`config.mk`:
```
export PLATFORM = sky130hd
export DESIGN_NAME = ldev_cfg_resp
export DESIGN_NICKNAME = d
export VERILOG_FILES = /design/src/rtl/ldev_pkg.sv /design/src/rtl/ldev_regbank.sv /design/src/rtl/ldev_range_match.sv /design/src/rtl/ldev_cfg_resp.sv
export SDC_FILE = /design/constraint.sdc
export NUM_CORES = 1
export LEC_CHECK = 0
export CAP_MARGIN = 20
export CELL_PAD_IN_SITES_DETAIL_PLACEMENT = 0
export CELL_PAD_IN_SITES_GLOBAL_PLACEMENT = 2
export CORE_MARGIN = 3
export CORE_UTILIZATION = 42
export DETAILED_ROUTE_END_ITERATION = 10
export PLACE_DENSITY_LB_ADDON = 0.1
export SYNTH_ARGS = -nofsm -noshare
export SYNTH_HDL_FRONTEND = slang
export SYNTH_SLANG_ARGS = --single-unit
```
`constraint.sdc`:
```
create_clock -name clk -period 6.2 [get_ports clk]
set_clock_uncertainty 0.05 [all_clocks]
set_input_delay 0.93 -clock clk [delete_from_list [all_inputs] [get_ports clk]]
set_output_delay 0.93 -clock clk [all_outputs]
set_load 0.1 [all_outputs]
```
`src/rtl/ldev_pkg.sv`:
```
package ldev_pkg;
   localparam int unsigned IDX_W   = 8;
   localparam int unsigned DATA_W  = 8;
   localparam int unsigned IOA_W   = 16;

   localparam logic [IDX_W-1:0] IX_ACT   = 8'h30;
   localparam logic [IDX_W-1:0] IX_RCHK  = 8'h31;
   localparam logic [3:0]       IX_BASE_HI_NIB = 4'h6;
   localparam logic [5:0]       IX_IRQ_HI6 = 6'b011100;
   localparam logic [IDX_W-1:0] IX_DMA0  = 8'h74;

   localparam logic [DATA_W-1:0] PAT_ONE  = 8'h55;
   localparam logic [DATA_W-1:0] PAT_ZERO = 8'hAA;
   localparam logic [2:0]        DMA_NONE = 3'd4;

   typedef struct packed {
      logic [3:0] level;
      logic [1:0] ctl;
   } irq_ent_t;
endpackage

```
`src/rtl/ldev_regbank.sv`:
```
module ldev_regbank
   import ldev_pkg::*;
#(
   parameter int unsigned NUM_BASE = 8,
   parameter int unsigned NUM_IRQ  = 2,
   parameter int unsigned NUM_DMA  = 2
) (
   input  logic                       clk,
   input  logic                       rst_n,
   input  logic                       ldev_rst,
   input  logic                       cfg_wr,
   input  logic [IDX_W-1:0]           cfg_idx,
   input  logic [DATA_W-1:0]          cfg_wdata,
   output logic [DATA_W-1:0]          cfg_rdata,
   output logic                       act_o,
   output logic                       rc_en_o,
   output logic                       rc_pat_o,
   output logic [NUM_BASE-1:0][IOA_W-1:0] base_o
);
   generate
      if (NUM_BASE < 1 || NUM_BASE > 8) begin : g_bad_base
         $error("NUM_BASE must be 1..8");
      end
      if (NUM_IRQ < 1 || NUM_IRQ > 2) begin : g_bad_irq
         $error("NUM_IRQ must be 1..2");
      end
      if (NUM_DMA < 1 || NUM_DMA > 2) begin : g_bad_dma
         $error("NUM_DMA must be 1..2");
      end
   endgenerate

   logic             act_q, rc_en_q, rc_pat_q;
   logic [IOA_W-1:0] base_q [NUM_BASE];
   irq_ent_t         irq_q  [NUM_IRQ];
   logic [2:0]       dma_q  [NUM_DMA];

   // control registers
   always_ff @(posedge clk or negedge rst_n) begin
      if (!rst_n) begin
         act_q    <= 1'b0;
         rc_en_q  <= 1'b0;
         rc_pat_q <= 1'b0;
      end else if (ldev_rst) begin
         act_q    <= 1'b0;
         rc_en_q  <= 1'b0;
         rc_pat_q <= 1'b0;
      end else if (cfg_wr) begin
         if (cfg_idx == IX_ACT) begin
            act_q <= cfg_wdata[0];
            if (cfg_wdata[0]) rc_en_q <= 1'b0;
         end else if (cfg_idx == IX_RCHK) begin
            rc_en_q  <= cfg_wdata[1];
            rc_pat_q <= cfg_wdata[0];
         end
      end
   end

   // base address registers, high byte at even index
   for (genvar g = 0; g < NUM_BASE; g++) begin : g_base
      logic sel;
      assign sel = cfg_wr && (cfg_idx[7:4] == IX_BASE_HI_NIB) && (cfg_idx[3:1] == 3'(g));
      always_ff @(posedge clk or negedge rst_n) begin
         if (!rst_n)        base_q[g] <= '0;
         else if (ldev_rst) base_q[g] <= '0;
         else if (sel) begin
            if (cfg_idx[0]) base_q[g][7:0]  <= cfg_wdata;
            else            base_q[g][15:8] <= cfg_wdata;
         end
      end
      assign base_o[g] = base_q[g];
   end

   // interrupt entries: level then control
   for (genvar g = 0; g < NUM_IRQ; g++) begin : g_irq
      logic sel;
      assign sel = cfg_wr && (cfg_idx[7:2] == IX_IRQ_HI6) && (cfg_idx[1] == 1'(g));
      always_ff @(posedge clk or negedge rst_n) begin
         if (!rst_n)        irq_q[g] <= '0;
         else if (ldev_rst) irq_q[g] <= '0;
         else if (sel) begin
            if (cfg_idx[0]) irq_q[g].ctl   <= cfg_wdata[1:0];
            else            irq_q[g].level <= cfg_wdata[3:0];
         end
      end
   end

   // DMA channel selectors
   for (genvar g = 0; g < NUM_DMA; g++) begin : g_dma
      logic sel;
      assign sel = cfg_wr && (cfg_idx == IX_DMA0 + IDX_W'(g));
      always_ff @(posedge clk or negedge rst_n) begin
         if (!rst_n)        dma_q[g] <= DMA_NONE;
         else if (ldev_rst) dma_q[g] <= DMA_NONE;
         else if (sel)      dma_q[g] <= cfg_wdata[2:0];
      end
   end

   // read multiplexer with reserved bits forced to zero
   always_comb begin
      cfg_rdata = '0;
      if (cfg_idx == IX_ACT) begin
         cfg_rdata = {7'b0, act_q};
      end else if (cfg_idx == IX_RCHK) begin
         cfg_rdata = {6'b0, rc_en_q, rc_pat_q};
      end else if (cfg_idx[7:4] == IX_BASE_HI_NIB) begin
         for (int i = 0; i < NUM_BASE; i++)
            if (cfg_idx[3:1] == 3'(i))
               cfg_rdata = cfg_idx[0] ? base_q[i][7:0] : base_q[i][15:8];
      end else if (cfg_idx[7:2] == IX_IRQ_HI6) begin
         for (int i = 0; i < NUM_IRQ; i++)
            if (cfg_idx[1] == 1'(i))
               cfg_rdata = cfg_idx[0] ? {6'b0, irq_q[i].ctl} : {4'b0, irq_q[i].level};
      end else begin
         for (int i = 0; i < NUM_DMA; i++)
            if (cfg_idx == IX_DMA0 + IDX_W'(i))
               cfg_rdata = {5'b0, dma_q[i]};
      end
   end

   assign act_o    = act_q;
   assign rc_en_o  = rc_en_q;
   assign rc_pat_o = rc_pat_q;
endmodule

```
`src/rtl/ldev_range_match.sv`:
```
module ldev_range_match
   import ldev_pkg::*;
#(
   parameter int unsigned NUM_BASE  = 8,
   parameter int unsigned RANGE_LEN = 8
) (
   input  logic [NUM_BASE-1:0][IOA_W-1:0] base_i,
   input  logic [IOA_W-1:0]               addr_i,
   output logic                           hit_o
);
   localparam int unsigned CMP_W = IOA_W + 1;

   generate
      if (RANGE_LEN < 1 || RANGE_LEN > (1 << IOA_W)) begin : g_bad_len
         $error("RANGE_LEN out of range");
      end
   endgenerate

   logic [NUM_BASE-1:0] hit_v;

   // one window comparator per base, widened by a bit so the top window cannot wrap
   for (genvar g = 0; g < NUM_BASE; g++) begin : g_win
      logic [CMP_W-1:0] lo, hi, a;
      assign lo = {1'b0, base_i[g]};
      assign hi = lo + CMP_W'(RANGE_LEN);
      assign a  = {1'b0, addr_i};
      assign hit_v[g] = (base_i[g] != '0) && (a >= lo) && (a < hi);
   end

   assign hit_o = |hit_v;
endmodule

```
`src/rtl/ldev_cfg_resp.sv`:
```
module ldev_cfg_resp
   import ldev_pkg::*;
#(
   parameter int unsigned NUM_BASE  = 8,
   parameter int unsigned NUM_IRQ   = 2,
   parameter int unsigned NUM_DMA   = 2,
   parameter int unsigned RANGE_LEN = 8
) (
   input  logic        clk,
   input  logic        rst_n,
   input  logic        ldev_rst,
   input  logic        cfg_wr,
   input  logic [7:0]  cfg_idx,
   input  logic [7:0]  cfg_wdata,
   output logic [7:0]  cfg_rdata,
   input  logic        io_rd,
   input  logic [15:0] io_addr,
   output logic        io_hit,
   output logic [7:0]  io_rdata
);
   logic act, rc_en, rc_pat, win_hit, respond;
   logic [NUM_BASE-1:0][IOA_W-1:0] base;

   ldev_regbank #(
      .NUM_BASE (NUM_BASE),
      .NUM_IRQ  (NUM_IRQ),
      .NUM_DMA  (NUM_DMA)
   ) u_bank (
      .clk       (clk),
      .rst_n     (rst_n),
      .ldev_rst  (ldev_rst),
      .cfg_wr    (cfg_wr),
      .cfg_idx   (cfg_idx),
      .cfg_wdata (cfg_wdata),
      .cfg_rdata (cfg_rdata),
      .act_o     (act),
      .rc_en_o   (rc_en),
      .rc_pat_o  (rc_pat),
      .base_o    (base)
   );

   ldev_range_match #(
      .NUM_BASE  (NUM_BASE),
      .RANGE_LEN (RANGE_LEN)
   ) u_match (
      .base_i (base),
      .addr_i (io_addr),
      .hit_o  (win_hit)
   );

   assign respond = io_rd && rc_en && !act && win_hit;

   always_ff @(posedge clk or negedge rst_n) begin
      if (!rst_n) begin
         io_hit   <= 1'b0;
         io_rdata <= '0;
      end else begin
         io_hit   <= respond;
         io_rdata <= respond ? (rc_pat ? PAT_ONE : PAT_ZERO) : '0;
      end
   end
endmodule

```
* Word level (Yosys, flattened, before mapping)
Index checks and enable logic that the tools add are counted.
W data, S select, Z words.
** Operators by class
- Add/sub/neg operators :: 8
- Multiply operators :: 0
- Divide/modulo/power cells :: 0
- Order comparisons :: 16
- Eq/ne operators :: 16
- Shifts and indexed selects :: 0
- Muxes and demuxes :: 67
- Bitwise operators :: 1
- Reductions and logical operators :: 84
** Operators with widths (count)
- $mux W16 :: 16
- $mux W8 :: 25
- $add A16 B4 Y17 const B :: 8
- $lt A16 B17 Y1 :: 8
- $ge A16 B16 Y1 :: 8
- $reduce_bool A16 Y1 :: 8
- $reduce_and A2 Y1 :: 21
- $logic_and A1 B1 Y1 :: 33
- $reduce_bool A2 Y1 :: 16
- $mux W6 :: 4
- $mux W3 :: 6
- $eq A8 B6 Y1 const B :: 2
- $eq A8 B7 Y1 const B :: 2
- $eq A3 B3 Y1 const B :: 4
- $mux W1 :: 12
- $mux W4 :: 3
- $reduce_or A8 Y1 :: 1
- $eq A3 B2 Y1 const B :: 2
- $eq A6 B5 Y1 const B :: 1
- $reduce_and A3 Y1 :: 2
- $eq A4 B3 Y1 const B :: 1
- $ne A2 B2 Y1 const B :: 2
- $eq A3 B1 Y1 const B :: 1
- $logic_not A3 Y1 :: 1
- 5 further kinds :: 5
** Word-level totals
- Bits in registers :: 158
- Bits in latches :: 0
- Memory bits (writable) :: 0
- Bits in read-only memories :: 0
- Output and inout port bits :: 17
- Logic and storage cells :: 219
- Memories :: 0

* Longest topological paths before layout
Gate-level depths: netlist of run 1.
- Depth in word-level cells :: 12
- Depth in mapped cells :: 16

* Modules after synthesis
A second synthesis of run 1 with hierarchy kept.
** Unflattened totals
- Cells, all modules :: 1709
- Area, all modules :: 14796.7 um^2
** By module, submodules not included
- ldev_range_match :: instances 1, cells each 993, area each 7427.1 um^2, sequential area each 0.0 um^2
- ldev_regbank :: instances 1, cells each 704, area each 7225.7 um^2, sequential area each 3731.1 um^2
- ldev_cfg_resp :: instances 1, cells each 12, area each 143.9 um^2, sequential area each 75.1 um^2

* Least setup slack after synthesis of run 1
Ideal clock, no wire load.
- Path kind :: input -> output
- From :: input port cfg_idx[0]
- To :: output port cfg_rdata[4]
- Data arrival time :: 4.478 ns
- Data required time :: 5.220 ns
- Setup slack :: 0.742 ns
- Stages on the path :: 9
- Cells stage by stage :: buf_2 -> buf_4 -> buf_4 -> buf_2 -> nand2_1 -> o211a_1 -> o31ai_1 -> a21oi_1 -> a211oi_1
** On the way
- Longest elaborated chain between the ends :: 12
- Elaborated cells between the ends (all ways) :: 21
- Those cells by class :: 2 x eq/ne; 19 x mux
** Ends and longest elaborated chain
- start, declared :: RTL line ldev_cfg_resp.sv:13 : input logic [7:0] cfg_idx,
- $mux W8 :: RTL line ldev_regbank.sv:108 : cfg_rdata = cfg_idx[0] ? base_q[i][7:0] : base_q[i][15:8];
- $mux W8 (8 in series) :: RTL line ldev_regbank.sv:107 : if (cfg_idx[3:1] == 3'(i))
- $mux W8 :: RTL line ldev_regbank.sv:105 : end else if (cfg_idx[7:4] == IX_BASE_HI_NIB) begin
- $mux W8 :: RTL line ldev_regbank.sv:103 : end else if (cfg_idx == IX_RCHK) begin
- $mux W8 (*) :: RTL line ldev_regbank.sv:101 : if (cfg_idx == IX_ACT) begin
- end, declared :: RTL line ldev_cfg_resp.sv:15 : output logic [7:0] cfg_rdata,
Every way passes the cells marked *; elsewhere a longest branch is shown, timed or not.

* Worst setup path after layout of run 1
- From :: input port cfg_idx[3]
- To :: output port cfg_rdata[4]
** On the way
- Longest elaborated chain between the ends :: 12
- Elaborated cells between the ends (all ways) :: 23
- Those cells by class :: 10 x eq/ne; 12 x mux; 1 x reduce/logical
** Ends and longest elaborated chain (RTL line)
- $logic_not A3 Y1 :: ldev_regbank.sv:107
- $mux W8 (8 in series) :: ldev_regbank.sv:107
- $mux W8 :: ldev_regbank.sv:105
- $mux W8 :: ldev_regbank.sv:103
- $mux W8 (*) :: ldev_regbank.sv:101
Marked as above.

==> results_dict.tcl, run 1 <==
set metrics [dict create \
    die_width_um 191 \
    synthArstFlopShare_pct 100 \
    cts_inserted_buffers 17 \
    core_um2 33600 \
    dp.cells 2163 \
    crit_chain "clkdlybuf4s50_1 > nor3_1 > a22oi_1 > o21ai_1 > o31ai_1 > a21oi_1 > a211oi_1 > buf_4" \
    routed-via-count 12848 \
    num_io_pins 54 \
    crit_path_max_fanout 20 \
    min_path_cells 2 \
    synth_area_um2 14400 \
    synthFlopType "dfrtp_1" \
    hold_buffers 0 \
    globalRouteMet1Util_pct 41.4 \
    dr.first_iter.drc_count 837 \
    finalSetupViolations 0 \
    finalHoldViolCount 0 \
    worstMarginPinSlew_ns 1.17 \
    yosysWarnings 0 \
    syn_inst 1693 \
    period_needed_ns 4.69 \
    grt.busiest_layer "met2" \
    clock_latency_ns 0.44 \
    synth.distinct_cells 72 \
    timing.fmax_mhz 213 \
    irDropWorstVdd_mv 0.187 \
    whs_ns 0.438 \
    rr_startpoint "u_bank.base_o[54]$_DFFE_PN0P_" \
    diodes 0 \
    grt_start_max_net_pins 104 \
    gp_congestion 0.925 \
    power_w 0.00323 \
    reg2reg_to "io_rdata[6]$_DFF_PN0_" \
    clk_pin_slew_worst_paths_ns 0.06 \
    crit_buf_inv 2 \
    seq_area_frac_synth_pct 26.5 \
    path_delay_family "buffers and inverters" \
    dr.pass1.iters 7 \
    yosysTopAreaCell "dfrtp_1" \
    ant_nets 0 \
    regArea_um2 3810 \
    postCtsSetupRepairBufs 0 \
    cts_tree "yes" \
    ctsLongestPathBuffers 2 \
    period_share_pct 75.7 \
    slowest_delay_ns 0.93 \
    io_buffers 53 \
    worst_setup_path_start_kind "input port" \
    grt_pass1_vias 12442 \
    grt_first_pass_wirelength_mm 76.8 \
    whs_endpoint "u_bank.irq_q[10]$_DFFE_PN0P_" \
    relSlewSlack_pct 22.2 \
    status "finished clean" \
    dieArea_um2 36400 \
    fp-row-count 67 \
    grt_use_met3_pct 2.61 \
    ff2ff_path_depth 15 \
    wirelength_mm 50.6 \
    instances_no_fill 2206 \
    yosys_register_bits 152 \
    nFillCells 3320 \
    synthTopCellsByCount "ha_1, nand2_1, dfrtp_1" \
    hold_path_class "flip-flop to flip-flop" \
    crit_path_end_kind "output port" \
    antenna_found_initial 0 \
    critPathSlowestCell "clkdlybuf4s50_1" \
    htree_num_levels 4 \
    synth_area_per_cell_um2 8.48 \
    worstPathRequired_ns 5.22 \
    slew_viol_final 0 \
    cp_data_arrival_time_ns 3.71 \
    power.leakage_nw 6.79 \
    vias_per_cell 5.82 \
    setup_tns_ns 0 \
    areaGrowthSynthToFinish_pct 12.0 \
    rsz0062_at_grt "false" \
    grt.overflow.total 0 \
    cts.sinks 152 \
    crit_type "input port to output port" \
    root_buffer "clkbuf_16" \
    yosysTopAreaCellShare_pct 26.2 \
    yosys-top-cells-area "dfrtp_1, ha_1, nand2_1, xnor2_1, mux4_2" \
    multi_input_area_um2 9730 \
    hpwl_mm 38.3 \
    initial_utilization_pct 42.7 \
    reg2reg_slack_ns 2.28 \
    synthesis.nets 1971 \
    fin_nets 2023 \
    maxCapViolCount 0 \
    final_layout_size_suffix_gt1_share_pct 7.39 \
    fin_util_pct 47.8 \
    grt_use_met2_pct 44.7 \
    synth-edff-count 0 \
    grt_util_all_layers_pct 27.9 \
    post-synth-top-count-cell "ha_1" \
    cts_resized 0 \
    dieHeight_um 191 \
    power_density_nw_per_um2 201 \
    drc 0 \
    wl_per_cell_um 22.9 \
    hold_start "u_bank.irq_q[10]$_DFFE_PN0P_" \
]
## worst reg2reg max path: stages (launching register included)
cell	delay [ns]
dfrtp_1	0.52
and4_1	0.28
and2_1	0.21
nand2_1	0.07
nor3_1	0.31
nand3_1	0.15
xnor2_1	0.15
ha_1	0.29
a22o_1	0.18
nor4_1	0.15
o21ai_0	0.18
a211oi_1	0.29
o22ai_1	0.21
o2111ai_1	0.39
nor2_2	0.13
nor4b_2	0.26
## area by class of cell
type,instances,share of cell area (%)
Sequential cell,152,23.7
Tap cell,448,3.49
Multi-Input combinational cell,1339,60.5
Clock inverter,15,1.17
Timing Repair Buffer,97,5.31
Clock buffer,17,2.65
Inverter,138,3.22
## stage by stage
step	worst slack (ns)	area [µm²]
2_1_floorplan	0.742	14400
3_3_place_gp	1.61	15400
3_5_place_dp	1.50	15400
4_1_cts	1.50	16000
5_1_grt	1.32	16100
6_report	1.51	16100
## cell families after synthesis
kind of cell,count (synthesis),synth area share (%)
AOI/OAI and AO/OA,399,16.7
and+or+nand+nor,559,19.0
muxes,52,5.74
DFF,152,26.5
buffers and inverters,202,5.69
xor gates and xnor gates,88,5.37
adders and majority gates,241,21.0
## flip-flops by register name (all words and copies together) (netlist names)
signal / flops
io_hit: 1
io_rdata: 2
u_bank.base_o: 128
u_bank.rc_en_o: 1
u_bank.irq_q: 12
u_bank.rc_pat_o: 1
u_bank.act_o: 1
u_bank.dma_q: 6
## layer usage
metal / vias to the layer above / wire [µm]
met2: 315 / 22800
met5: - / 0
li1: 6293 / -
met4: 0 / 717
met1: 6196 / 24900
met3: 44 / 2140
## cell usage in the layout (no fill, tap or decap), drive strengths merged, types with 11 or more instances in the layout
cell type and n:
nor2 76, nand4 48, clkbuf 17, o211ai 18, xnor2 88, nand3 55
dfrtp 150, nor4 39, a2111oi 11, nor2b 18, a211oi 14, o21ai 181
and4 17, nor3 38, mux2i 28, nand2b 18, ha 241, nand2 219
mux4 24, clkdlybuf4s50 42, inv 146, a21oi 88, buf 55
## worst max path at each step
stage | depth (start not counted) | start | end
5_1_grt | 8 | cfg_idx[3] | cfg_rdata[4]
4_1_cts | 8 | cfg_idx[3] | cfg_rdata[4]
2_1_floorplan | 9 | cfg_idx[0] | cfg_rdata[4]
3_5_place_dp | 8 | cfg_idx[3] | cfg_rdata[4]
6_report | 8 | cfg_idx[3] | cfg_rdata[4]
3_3_place_gp | 8 | cfg_idx[3] | cfg_rdata[4]
## power breakdown
part,switching [W],internal (W)
Combinational,0.000538,0.000376
Clock,0.000472,0.000644
Sequential,0.000144,0.00106
Total,0.00115,0.00208
No activity file was read; power rests on OpenSTA's default activity.
==> run 2, diff against run 1 <==
--- a/config.mk
+++ b/config.mk
@@ -9,7 +9,7 @@
 export CELL_PAD_IN_SITES_DETAIL_PLACEMENT = 0
 export CELL_PAD_IN_SITES_GLOBAL_PLACEMENT = 2
 export CORE_MARGIN = 3
-export CORE_UTILIZATION = 42
+export CORE_UTILIZATION = 39
 export DETAILED_ROUTE_END_ITERATION = 10
 export PLACE_DENSITY_LB_ADDON = 0.1
 export SYNTH_ARGS = -nofsm -noshare
==> constraint.sdc (replaced) <==
create_clock -name clk -period 4.86 [get_ports clk]
set_clock_uncertainty 0.05 [all_clocks]
set_input_delay 0.729 -clock clk [delete_from_list [all_inputs] [get_ports clk]]
set_output_delay 0.729 -clock clk [all_outputs]
set_load 0.1 [all_outputs]
==> results_dict.tcl, run 2 (synthesized netlist as in run 1, its figures left out) <==
set metrics [dict create \
    status "finished clean" \
    htree_num_levels 4 \
    slew_viol_final 0 \
    crit_type "input port to output port" \
    grt_first_pass_wirelength_mm 78.9 \
    clkPwrFrac_pct 33.7 \
    postCtsSetupRepairBufs 0 \
    final_area_um2 16300 \
    met1_length_mm 24.3 \
    layout_commonest_cell "ha_1" \
    period_share_pct 84.3 \
    cts_inserted_buffers 17 \
    power_density_nw_per_um2 252 \
    crit_path_end_kind "output port" \
    dieHeight_um 198 \
    fin_nets 2034 \
    finalSetupViolations 0 \
    vias_per_cell 5.79 \
    seqPwrFrac_pct 37.4 \
    grt_pass1_vias 12858 \
    ant_nets 0 \
    whs_ns 0.236 \
    comb_power_share_pct 28.9 \
    irDropWorstVdd_mv 0.191 \
    period_needed_ns 4.10 \
    drc 0 \
    fin_util_pct 45.3 \
    final_layout_size_suffix_gt1_share_pct 8.08 \
    clk_pin_slew_worst_paths_ns 0.07 \
    hpwl_mm 40.1 \
    antenna_found_initial 1 \
    dieArea_um2 39100 \
    switchingPower_w 0.00152 \
    rsz0062_at_grt "false" \
    switching_share_pct 37.0 \
    clock_latency_ns 0.44 \
    maxCapViolCount 0 \
    crit_path_max_fanout 13 \
    worst_setup_path_start_kind "input port" \
    highest_layer "met4" \
    dr_wl_met2_mm 23.4 \
    routed-via-count 12919 \
    worstMarginPinSlew_ns 1.06 \
    hold_buffers 0 \
    hold_path_class "input port to async pin" \
    grt_util_all_layers_pct 26.6 \
    cts_tree "yes" \
    worstPathRequired_ns 4.08 \
    cts.sinks 152 \
    wl_per_cell_um 23.1 \
    power.leakage_nw 6.86 \
    initial_utilization_pct 40.0 \
    cts_resized 0 \
    mostFrequentLayoutCells "ha_1, nand2_1, dfrtp_1" \
    dr.pass1.iters 7 \
    grt_start_max_net_pins 85 \
    cp_data_arrival_time_ns 3.32 \
    timing.fmax_mhz 244 \
    placed_cell_area_um2 15600 \
    areaGrowthSynthToFinish_pct 13.4 \
    largest_register_ffs 128 \
    wirelength_mm 51.6 \
    ctsLongestPathBuffers 2 \
    fp-row-count 69 \
    root_buffer "clkbuf_16" \
    ff2ff_path_depth 11 \
    relSlewSlack_pct 29.5 \
    die_width_um 198 \
    gp_congestion 0.935 \
    io_buffers 53 \
    num_io_pins 54 \
    finalHoldViolCount 0 \
    dr.first_iter.drc_count 782 \
    cellInternalPower_w 0.00258 \
    grt.overflow.total 0 \
    route.met3.wl_mm 2.69 \
    setup_tns_ns 0 \
    core_um2 35900 \
]
run 2: metal layers:
metal,vias to the layer above,global-route usage (%)
met5,-,0
li1,6298,-
met1,6181,37.4
met2,368,42.9
met4,0,7.08
met3,72,4.03
run 2: cell type report:
type / count / area, µm²
well taps: 461 / 577
diodes: 1 / 2.50
repair buffers: 108 / 1030
inverters: 138 / 518
clock inverters: 15 / 176
clock buffers: 17 / 425
fillers: 3610 / 19600
flip-flops and latches: 152 / 3810
multi-input cells: 1339 / 9740
run 2: worst max-delay path: stages:
cell and delay [ns]:
clkdlybuf4s50_1 0.72, inv_2 0.33, nor3_1 0.07, buf_4 0.19, a22oi_1 0.14, o21ai_1 0.12, o31ai_1 0.24, a21oi_1 0.12
a211oi_2 0.41, buf_12 0.23
run 2: power groups by stage:
| stage | clock network [W] | logic [W] | registers (W) |
|---|---|---|---|
| global route | 0.00146 | 0.00135 | 0.00155 |
| finish | 0.00138 | 0.00118 | 0.00153 |
| CTS | 0.00141 | 0.00118 | 0.00153 |
| global placement | 0 | 0.00116 | 0.00156 |
| detailed placement | 0 | 0.00118 | 0.00155 |
| floorplan | 0 | 0.000794 | 0.00146 |
run 2: worst paths after layout:
| path | from | endpoint | slack (ns) |
|---|---|---|---|
| worst min-delay path | rst_n | u_bank.irq_q[3]$_DFFE_PN0P_ | 0.24 |
| worst max-delay path | cfg_idx[2] | cfg_rdata[4] | 0.76 |
| max in group asynchronous | rst_n | u_bank.base_o[46]$_DFFE_PN0P_ | 3.64 |
| worst min register to register | u_bank.irq_q[8]$_DFFE_PN0P_ | u_bank.irq_q[8]$_DFFE_PN0P_ | 0.43 |
| worst max register to register | u_bank.base_o[101]$_DFFE_PN0P_ | io_rdata[6]$_DFF_PN0_ | 1.15 |
| min in group clk | u_bank.irq_q[8]$_DFFE_PN0P_ | u_bank.irq_q[8]$_DFFE_PN0P_ | 0.43 |
run 2: through the flow:
stage,instances,worst slack [ns],total power (W)
after global placement,2190,0.687,0.00272
final,2231,0.763,0.00410
after floorplan,1693,0.117,0.00225
after detailed placement,2192,0.679,0.00273
after CTS,2224,0.792,0.00412
after global routing,2231,0.691,0.00435
